<file path="config.mk">
export PLATFORM = sky130hd
export DESIGN_NAME = raster_timing_gen
export DESIGN_NICKNAME = d
export VERILOG_FILES = /design/src/rtl/raster_pkg.sv /design/src/rtl/raster_field_regs.sv /design/src/rtl/raster_axis.sv /design/src/rtl/raster_pin_stage.sv /design/src/rtl/raster_timing_gen.sv
export SDC_FILE = /design/constraint.sdc
export NUM_CORES = 1
export LEC_CHECK = 0
export ABC_AREA = 1
export BUFFER_PORTS_ARGS = -buffer_cell sky130_fd_sc_hd__buf_2
export CAP_MARGIN = 25
export CORE_ASPECT_RATIO = 0.8
export CORE_MARGIN = 2
export CORE_UTILIZATION = 65
export DETAILED_ROUTE_END_ITERATION = 12
export PLACE_DENSITY = 0.87
export SLEW_MARGIN = 20
export SYNTH_ARGS = -nofsm -noshare
export SYNTH_HDL_FRONTEND = slang
export SYNTH_SLANG_ARGS = --single-unit
</file>
<file path="constraint.sdc">
create_clock -name clk -period 4 [get_ports clk]
set_input_delay 0.2 -clock clk [delete_from_list [all_inputs] [get_ports clk]]
set_output_delay 0.2 -clock clk [all_outputs]
set_load 0.05 [all_outputs]
</file>
<file path="src/rtl/raster_pkg.sv">
package raster_pkg;

    localparam int CW       = 10;
    localparam int FIELD_W  = 3;
    localparam int ADDR_W   = FIELD_W + 1;
    localparam int NUM_AXES = 2;
    localparam int AX_H     = 0;
    localparam int AX_V     = 1;

    typedef logic [CW-1:0] pos_t;

    // One axis worth of programmable positions
    typedef struct packed {
        pos_t act_on;
        pos_t act_off;
        pos_t sync_on;
        pos_t sync_off;
        pos_t last;
    } axis_cfg_t;

    typedef struct packed {
        logic act;
        logic sync;
    } axis_flags_t;

    typedef enum logic [FIELD_W-1:0] {
        FLD_ACT_ON   = 3'd0,
        FLD_ACT_OFF  = 3'd1,
        FLD_SYNC_ON  = 3'd2,
        FLD_SYNC_OFF = 3'd3,
        FLD_LAST     = 3'd4
    } field_e;

    // Reset timing: 640x480 frame, active region first
    function automatic axis_cfg_t axis_default(int axis);
        axis_cfg_t c;
        if (axis == AX_H) begin
            c.act_on   = pos_t'(0);
            c.act_off  = pos_t'(640);
            c.sync_on  = pos_t'(656);
            c.sync_off = pos_t'(752);
            c.last     = pos_t'(799);
        end else begin
            c.act_on   = pos_t'(0);
            c.act_off  = pos_t'(480);
            c.sync_on  = pos_t'(490);
            c.sync_off = pos_t'(492);
            c.last     = pos_t'(524);
        end
        return c;
    endfunction

    // Equality-only set/clear; set has priority
    function automatic logic edge_flag(logic cur, pos_t pos, pos_t on_at, pos_t off_at);
        if (pos == on_at)  return 1'b1;
        if (pos == off_at) return 1'b0;
        return cur;
    endfunction

endpackage

</file>
<file path="src/rtl/raster_field_regs.sv">
module raster_field_regs
    import raster_pkg::*;
#(
    parameter int AXIS_ID = 0
) (
    input  logic              clk,
    input  logic              rst,
    input  logic              wr_en,
    input  logic [ADDR_W-1:0] wr_addr,
    input  logic [CW-1:0]     wr_data,
    output axis_cfg_t         cfg
);

    localparam logic AXIS_BIT = 1'(AXIS_ID);

    logic   hit;
    field_e fld;

    assign hit = wr_en && (wr_addr[ADDR_W-1] == AXIS_BIT);
    assign fld = field_e'(wr_addr[FIELD_W-1:0]);

    always_ff @(posedge clk) begin
        if (rst) begin
            cfg <= axis_default(AXIS_ID);
        end else if (hit) begin
            case (fld)
                FLD_ACT_ON:   cfg.act_on   <= wr_data;
                FLD_ACT_OFF:  cfg.act_off  <= wr_data;
                FLD_SYNC_ON:  cfg.sync_on  <= wr_data;
                FLD_SYNC_OFF: cfg.sync_off <= wr_data;
                FLD_LAST:     cfg.last     <= wr_data;
                default: ;
            endcase
        end
    end

    // unused field codes leave every field alone
    p_ignore_r8: assert property (@(posedge clk) disable iff (rst)
        (wr_en && (wr_addr[FIELD_W-1:0] > 3'd4)) |=> $stable(cfg));

    // a write to the last-position field lands on the next clock
    p_write_last_r8: assert property (@(posedge clk) disable iff (rst)
        (hit && (wr_addr[FIELD_W-1:0] == 3'd4)) |=> (cfg.last == $past(wr_data)));

endmodule

</file>
<file path="src/rtl/raster_axis.sv">
module raster_axis
    import raster_pkg::*;
#(
    parameter bit NEXT_CMP = 1'b0,
    parameter bit RST_ACT  = 1'b0
) (
    input  logic        clk,
    input  logic        rst,
    input  logic        step,
    input  axis_cfg_t   cfg,
    output pos_t        cnt,
    output logic        wrap,
    output axis_flags_t flags
);

    pos_t cnt_nxt;
    pos_t cmp;

    assign wrap    = (cnt == cfg.last);
    assign cnt_nxt = wrap ? '0 : cnt + 1'b1;

    // Variant: compare the current count, or the count being entered
    generate
        if (NEXT_CMP) begin : g_next
            assign cmp = cnt_nxt;
        end else begin : g_cur
            assign cmp = cnt;
        end
    endgenerate

    always_ff @(posedge clk) begin
        if (rst) begin
            cnt        <= '0;
            flags.act  <= RST_ACT;
            flags.sync <= 1'b0;
        end else if (step) begin
            cnt        <= cnt_nxt;
            flags.act  <= edge_flag(flags.act,  cmp, cfg.act_on,  cfg.act_off);
            flags.sync <= edge_flag(flags.sync, cmp, cfg.sync_on, cfg.sync_off);
        end
    end

    p_hold_r2: assert property (@(posedge clk) disable iff (rst)
        !step |=> ($stable(cnt) && $stable(flags)));

    p_wrap_r3: assert property (@(posedge clk) disable iff (rst)
        (step && wrap) |=> (cnt == '0));

    p_sync_set_r4: assert property (@(posedge clk) disable iff (rst)
        (step && (cmp == cfg.sync_on)) |=> flags.sync);

    p_sync_clr_r4: assert property (@(posedge clk) disable iff (rst)
        (step && (cmp == cfg.sync_off) && (cmp != cfg.sync_on)) |=> !flags.sync);

    p_act_set_r7: assert property (@(posedge clk) disable iff (rst)
        (step && (cmp == cfg.act_on)) |=> flags.act);

    p_act_clr_r7: assert property (@(posedge clk) disable iff (rst)
        (step && (cmp == cfg.act_off) && (cmp != cfg.act_on)) |=> !flags.act);

endmodule

</file>
<file path="src/rtl/raster_pin_stage.sv">
module raster_pin_stage
    import raster_pkg::*;
(
    input  logic        clk,
    input  logic        rst,
    input  logic        pena,
    input  axis_flags_t h_flags,
    input  axis_flags_t v_flags,
    output logic        hsync_n,
    output logic        vsync_n,
    output logic        disp_en
);

    always_ff @(posedge clk) begin
        if (rst) begin
            hsync_n <= 1'b1;
            vsync_n <= 1'b1;
            disp_en <= 1'b0;
        end else if (pena) begin
            hsync_n <= ~h_flags.sync;
            vsync_n <= ~v_flags.sync;
            disp_en <= h_flags.act & v_flags.act;
        end
    end

    p_pins_hold_r6: assert property (@(posedge clk) disable iff (rst)
        !pena |=> $stable({hsync_n, vsync_n, disp_en}));

    // the pin can only rise if the horizontal flag was already up
    p_de_needs_h_r7: assert property (@(posedge clk) disable iff (rst)
        $rose(disp_en) |-> $past(h_flags.act));

endmodule

</file>
<file path="src/rtl/raster_timing_gen.sv">
module raster_timing_gen
    import raster_pkg::*;
(
    input  logic              clk,
    input  logic              rst,
    input  logic              pena,
    input  logic              wr_en,
    input  logic [ADDR_W-1:0] wr_addr,
    input  logic [CW-1:0]     wr_data,
    output logic [CW-1:0]     h_pos,
    output logic [CW-1:0]     v_pos,
    output logic              hsync_n,
    output logic              vsync_n,
    output logic              disp_en
);

    axis_cfg_t               cfg   [NUM_AXES];
    pos_t                    cnt   [NUM_AXES];
    axis_flags_t             flags [NUM_AXES];
    logic [NUM_AXES-1:0]     wrap;
    logic [NUM_AXES-1:0]     step;

    assign step[AX_H] = pena;
    assign step[AX_V] = pena & wrap[AX_H];

    generate
        for (genvar a = 0; a < NUM_AXES; a++) begin : g_axis
            raster_field_regs #(.AXIS_ID(a)) u_regs (
                .clk     (clk),
                .rst     (rst),
                .wr_en   (wr_en),
                .wr_addr (wr_addr),
                .wr_data (wr_data),
                .cfg     (cfg[a])
            );

            raster_axis #(
                .NEXT_CMP (a == AX_V),
                .RST_ACT  (a == AX_V)
            ) u_axis (
                .clk   (clk),
                .rst   (rst),
                .step  (step[a]),
                .cfg   (cfg[a]),
                .cnt   (cnt[a]),
                .wrap  (wrap[a]),
                .flags (flags[a])
            );
        end
    endgenerate

    raster_pin_stage u_pins (
        .clk     (clk),
        .rst     (rst),
        .pena    (pena),
        .h_flags (flags[AX_H]),
        .v_flags (flags[AX_V]),
        .hsync_n (hsync_n),
        .vsync_n (vsync_n),
        .disp_en (disp_en)
    );

    assign h_pos = cnt[AX_H];
    assign v_pos = cnt[AX_V];

    p_vstep_r3: assert property (@(posedge clk) disable iff (rst)
        (pena && !wrap[AX_H]) |=> $stable(v_pos));

    p_frame_wrap_r3: assert property (@(posedge clk) disable iff (rst)
        (step[AX_V] && wrap[AX_V]) |=> (v_pos == '0));

endmodule

</file>
# Word level (Yosys, flattened, before mapping)
# Index checks and enable logic that the tools add are counted.
[word_totals]
reg_bits = 127
input_bits = 18
output_inout_bits = 23
wordCells = 107
[op_classes]
add_sub_neg = 2
n_eq_ne = 14
muxes = 46
bitwise_logic = 5
n_reduce_logical = 21
[op_table]
columns = ["cell", "count"]
rows = [
  ["equality test 10 bit", 10],
  ["2-to-1 mux 1 bit", 44],
  ["AND reduction 2 bit", 14],
  ["adder 10 x 1 -> 10 bit (second input constant)", 2],
  ["2-to-1 mux 10 bit", 2],
  ["nonzero test 2 bit", 4],
  ["equality test 3 x 2 -> 1 bit (second input constant)", 2],
  ["equality test 3 x 1 -> 1 bit (second input constant)", 1],
  ["equality test 3 bit (second input constant)", 1],
  ["zero test 3 bit", 1],
  ["inverter 1 bit", 3],
  ["AND 1 bit", 2],
  ["logical AND 1 bit", 2],
]

# Longest topological paths before layout
[logic_depth]
ltp_word = 11
depth_mapped = 16
mapped_depth_nobuf = 15

# Hierarchy
# A second synthesis with hierarchy kept.
[unflattened]
hier_cells = 1084
hier_area_um2 = 6984.2
[modules_own_cells]
columns = ["module", "n_inst", "cells_each", "area_each_um2", "seq_area_each_um2"]
rows = [
  ["raster_field_regs (g_axis[1].u_regs)", 1, 277, 2042.0, 1001.0],
  ["raster_field_regs (g_axis[0].u_regs)", 1, 277, 2009.4, 1001.0],
  ["raster_axis (g_axis[1].u_axis)", 1, 258, 1437.6, 240.2],
  ["raster_axis (g_axis[0].u_axis)", 1, 254, 1370.1, 240.2],
  ["raster_pin_stage", 1, 16, 117.6, 60.1],
  ["raster_timing_gen", 1, 2, 7.5, 0.0],
]

# Worst setup path after synthesis
# No wires, ideal clock.
[synth_path]
kind = "register to register"
from = "register g_axis[1].u_axis.cnt[0]"
to = "register, netlist name g_axis[1].u_axis.flags[0]"
setup_ns = 0.134
arrival_time_ns = 1.984
required_time_ns = 3.866
setup_slack_ns = 1.882
stages_incl_launch_ff = 15
n_path_buf = 0
synth_period_minus_slack_ns = 2.118
path_cell_list = "dfxtp_1 ha_1 nand2_1 nor2_1 nand2_1 xor2_1 nand2_2 nand2_1 nand2_1 inv_1 nand2_1 nor2_1 nand2_1 nand2_1 a21oi_1"
[synth_between]
elab_chain_len = 9
word_cells_on_any_way = 17
cone_classes = "add/sub (1); eq/ne (3); mux (11); reduce/logical (2)"
[synth_rtl]
columns = ["item", "line", "rtl"]
rows = [
  ["from (decl)", "raster_axis.sv:11", "output pos_t cnt,"],
  ["from (signal assigned)", "raster_axis.sv:37", "cnt <= cnt_nxt;"],
  ["adder 10 x 1 -> 10 bit / equality test 10 bit (equally long branches)", "raster_axis.sv:20, raster_axis.sv:19", ""],
  ["2-to-1 mux 10 bit *", "raster_axis.sv:20", "assign cnt_nxt = wrap ? '0 : cnt + 1'b1;"],
  ["equality test 10 bit", "raster_pkg.sv:56", "if (pos == off_at) return 1'b0;"],
  ["2-to-1 mux 1 bit (2 in series)", "raster_pkg.sv:56", ""],
  ["2-to-1 mux 1 bit", "raster_axis.sv:36", "end else if (step) begin"],
  ["2-to-1 mux 1 bit", "raster_axis.sv:32", "if (rst) begin"],
  ["nonzero test 2 bit (no source line)", "-", ""],
  ["AND reduction 2 bit (no source line)", "-", ""],
]
# Every way passes the cells marked *; elsewhere a longest branch is shown, timed or not. The select of a mux whose other input is x is not followed.
# A chain may end at the register's enable or synchronous reset.

# Worst setup path in the final report
[layout_path]
from = "register g_axis[1].u_axis.cnt[6]"
to = "register, netlist name g_axis[1].u_axis.flags[1]"
[layout_between]
elab_chain_len = 9
word_cells_on_any_way = 17
cone_classes = "add/sub (1); eq/ne (3); mux (11); reduce/logical (2)"
[layout_rtl]
columns = ["item", "line"]
rows = [
  ["adder 10 x 1 -> 10 bit / equality test 10 bit (equally long branches)", "raster_axis.sv:20, raster_axis.sv:19"],
  ["2-to-1 mux 10 bit *", "raster_axis.sv:20"],
  ["equality test 10 bit", "raster_pkg.sv:56"],
  ["2-to-1 mux 1 bit (2 in series)", "raster_pkg.sv:56"],
  ["2-to-1 mux 1 bit", "raster_axis.sv:36"],
  ["2-to-1 mux 1 bit", "raster_axis.sv:32"],
  ["nonzero test 2 bit (no source line)", "-"],
  ["AND reduction 2 bit (no source line)", "-"],
]
# Marked as above.

==> impl_metrics.toml <==
[pwr]
power_switching_mw = 0.700
power_density_nw_per_um2 = 434
clkPwrFrac_pct = 50.4
seqPwrFrac_pct = 43.5
peakVddDrop_uv = 313
combPwrFrac_pct = 6.1
p_leak_nw = 3.18
internal_power_mw = 2.33
netSwitchingFraction_pct = 23.1

[job]
cap_violations = 0

[floorplanning]
initial_core_util_pct = 67.7
die_y_um = 91.5
die_w_um = 113
dieArea_um2 = 10400
coreArea_um2 = 9190
io_pins = 41
rows = 31

[yosys]
yosysSeqAreaShare_pct = 40.8
synth_xor_area_share_pct = 5.47
synth-compound-area-share_pct = 17.3
ys.flop_type = "dfxtp_1"
ys_seq_elements = 127
synthAdderAreaFrac_pct = 0.402
syn_inst = 905
avgSynthCellArea_um2 = 6.88
synth_top_family_by_area = "simple AND/OR/NAND/NOR gates"
syn_nets = 925
netlist_area_um2 = 6230
async_reset_ff_share_pct = 0
synth_edf_count = 0
synth_cell_types = 36
synthSimpleGateAreaFrac_pct = 26.3
synthMuxAreaShare_pct = 0
yosysWarnings = 0

[cells_and_area]
num_antenna_cells = 0
syn_to_final_growth_pct = 12.0
layout_commonest_cell = "nand2_1"
layout_common_cells = "181 x nand2_1, 135 x nor2_1, 127 x dfxtp_1, 90 x inv_1, 80 x o21ai_0"
fin_nets = 944
drive_above_1_share_pct = 11.0

[detailed_routing]
post_drt_wl_per_cell_um = 18.2
wl_um = 19100
vias = 6387
drt_iter0_drc = 836
vias_per_cell = 6.08
ant_nets = 0
firstDrtPassIters = 5
drc = 0

[timing]
clock-skew-final_ps = 7.66
finalCritPeriodShare_pct = 65.6
slew_headroom_pct = 29.5
finalMaxSlewViolations = 0
rsz0062_at_grt = "false"
fmax_mhz = 381
whs_ps = 184
finalSetupViolations = 0
hold_viol = 0
period_minus_slack_ps = 2620
tightest_slew_ps = 1050
setup-tns-final_ps = 0

[hold_path]
hold_start = "wr_data[8]"
min_path_type = "in2reg"
hold_path_depth = 3
hold-path-endpoint = "g_axis[0].u_regs.cfg[28]"

[clock_network]
cts_hold_buf = 0
root_buffer = "clkbuf_16"
ctsResizeCount = 0
numCtsBuffers = 17
cts_setup_buffers = 0
h-tree-depth = 4
clk_pin_slew_worst_paths_ps = 50
cts_tree = "yes"
clkLatencyLatePin_ps = 420
clock-sinks = 127
clockBufferDepth = 2

[global_routing]
grt_max_degree = 99
grt_pass1_vias = 5943
grt_use_total_pct = 38.2
antenna_found_initial = 0
gr-total-overflow = 0
grt_pass1_wl_um = 30500

[run_status]
status = "completed"

[setup_path]
critPathKind = "reg2reg"
end_kind = "flip-flop"
crit_fanout = 30
crit_required_ps = 4370
reg2reg_slack_ps = 1380
worst_setup_path_start_kind = "flip-flop"
cp.arrival_ps = 2990
rr_worst_depth = 12
regToRegEndpoint = "g_axis[1].u_axis.flags[1]"
rr_startpoint = "g_axis[1].u_axis.cnt[6]"

[placement]
dpl.hpwl_um = 12800
portBuffers = 40
finalWeightedCongestion = 1.13
[power by group through the flow]
| stage | clock (mW) | sequential [mW] | combinational [mW] |
|---|---|---|---|
| 6_report | 1.53 | 1.32 | 0.185 |
| 3_3_place_gp | 0 | 1.34 | 0.169 |
| 2_1_floorplan | 0 | 1.35 | 0.113 |
| 5_1_grt | 1.58 | 1.32 | 0.201 |
| 4_1_cts | 1.52 | 1.31 | 0.178 |
| 3_5_place_dp | 0 | 1.34 | 0.176 |
[synthesized netlist by cell type, types with 13 or more instances]
cell      instances  area share [%]
nor2_1          135             8.1
a21oi_1          51             4.1
inv_1            90             5.4
xnor2_1          16             2.3
clkbuf_1         29             1.7
o211ai_1         25             3.0
nand2_1         181              11
inv_2            17             1.0
nand3_1          38             3.1
o21ai_0          80             6.4
dfxtp_1         127              41
o22ai_1          13             1.3
xor2_1           21             3.0
[layer usage]
metal / vias to the layer above / wire [um] / GRT usage, %
li1: 2978 / - / -
met1: 2929 / 7610 / 50.0
met2: 407 / 8100 / 55.5
met3: 73 / 2690 / 14.7
met4: 0 / 667 / 17.7
met5: - / 0 / 0
[worst max-delay path, stage by stage (launching register included)]
cell and delay [ps]:
dfxtp_1 490, xnor2_1 160, nand2_1 70, nor2_1 130, nand3_2 570, nand2_2 470
xor2_1 230, nand2_1 70, nor2_1 100, nand2_1 60, nor2_1 80, nor2_1 40
nand2_1 60
[layout make-up]
cell class / count / area (um2)
multi-input cells: 623 / 3080
flip-flops and latches: 127 / 2540
fillers: 683 / 2220
clock buffers: 22 / 454
inverters: 113 / 424
repair buffers: 42 / 215
well taps: 115 / 144
clock inverters: 8 / 115
[kinds of logic after synthesis]
| kind of cell | after synthesis |
|---|---|
| adder cells (fa/ha/maj) | 2 |
| AND/OR/NAND/NOR | 394 |
| AO/OA/AOI/OAI | 189 |
| flip-flops | 127 |
| XOR/XNOR | 38 |
| buffers and inverters | 155 |
[how the worst max path moves through the flow]
stage	start	end	depth (start not counted)
2_1_floorplan	g_axis[1].u_axis.cnt[0]	g_axis[1].u_axis.flags[0]	14
3_3_place_gp	g_axis[1].u_axis.cnt[6]	g_axis[1].u_axis.flags[1]	12
3_5_place_dp	g_axis[1].u_axis.cnt[6]	g_axis[1].u_axis.flags[0]	12
4_1_cts	g_axis[1].u_axis.cnt[6]	g_axis[1].u_axis.flags[1]	12
5_1_grt	g_axis[1].u_axis.cnt[6]	g_axis[1].u_axis.flags[1]	12
6_report	g_axis[1].u_axis.cnt[6]	g_axis[1].u_axis.flags[1]	12
[registers in the layout, indices dropped and copies added (netlist names)]
signal               count
g_axis.u_axis.cnt       20
g_axis.u_axis.flags      4
g_axis.u_regs.cfg      100
u_pins.disp_en           1
u_pins.hsync_n           1
u_pins.vsync_n           1
[through the flow]
step           cell area (um2)  cells  power, mW  worst slack (ps)  utilization [%]
2_1_floorplan             6230    905       1.46              1880                -
3_3_place_gp              6400   1020       1.51              1560             69.6
3_5_place_dp              6400   1020       1.52              1500             69.6
4_1_cts                   6970   1050       3.01              1440             75.8
5_1_grt                   6970   1050       3.09              1130             75.8
6_report                  6970   1050       3.03              1380             75.8
Power figures use the tool's default switching activity.
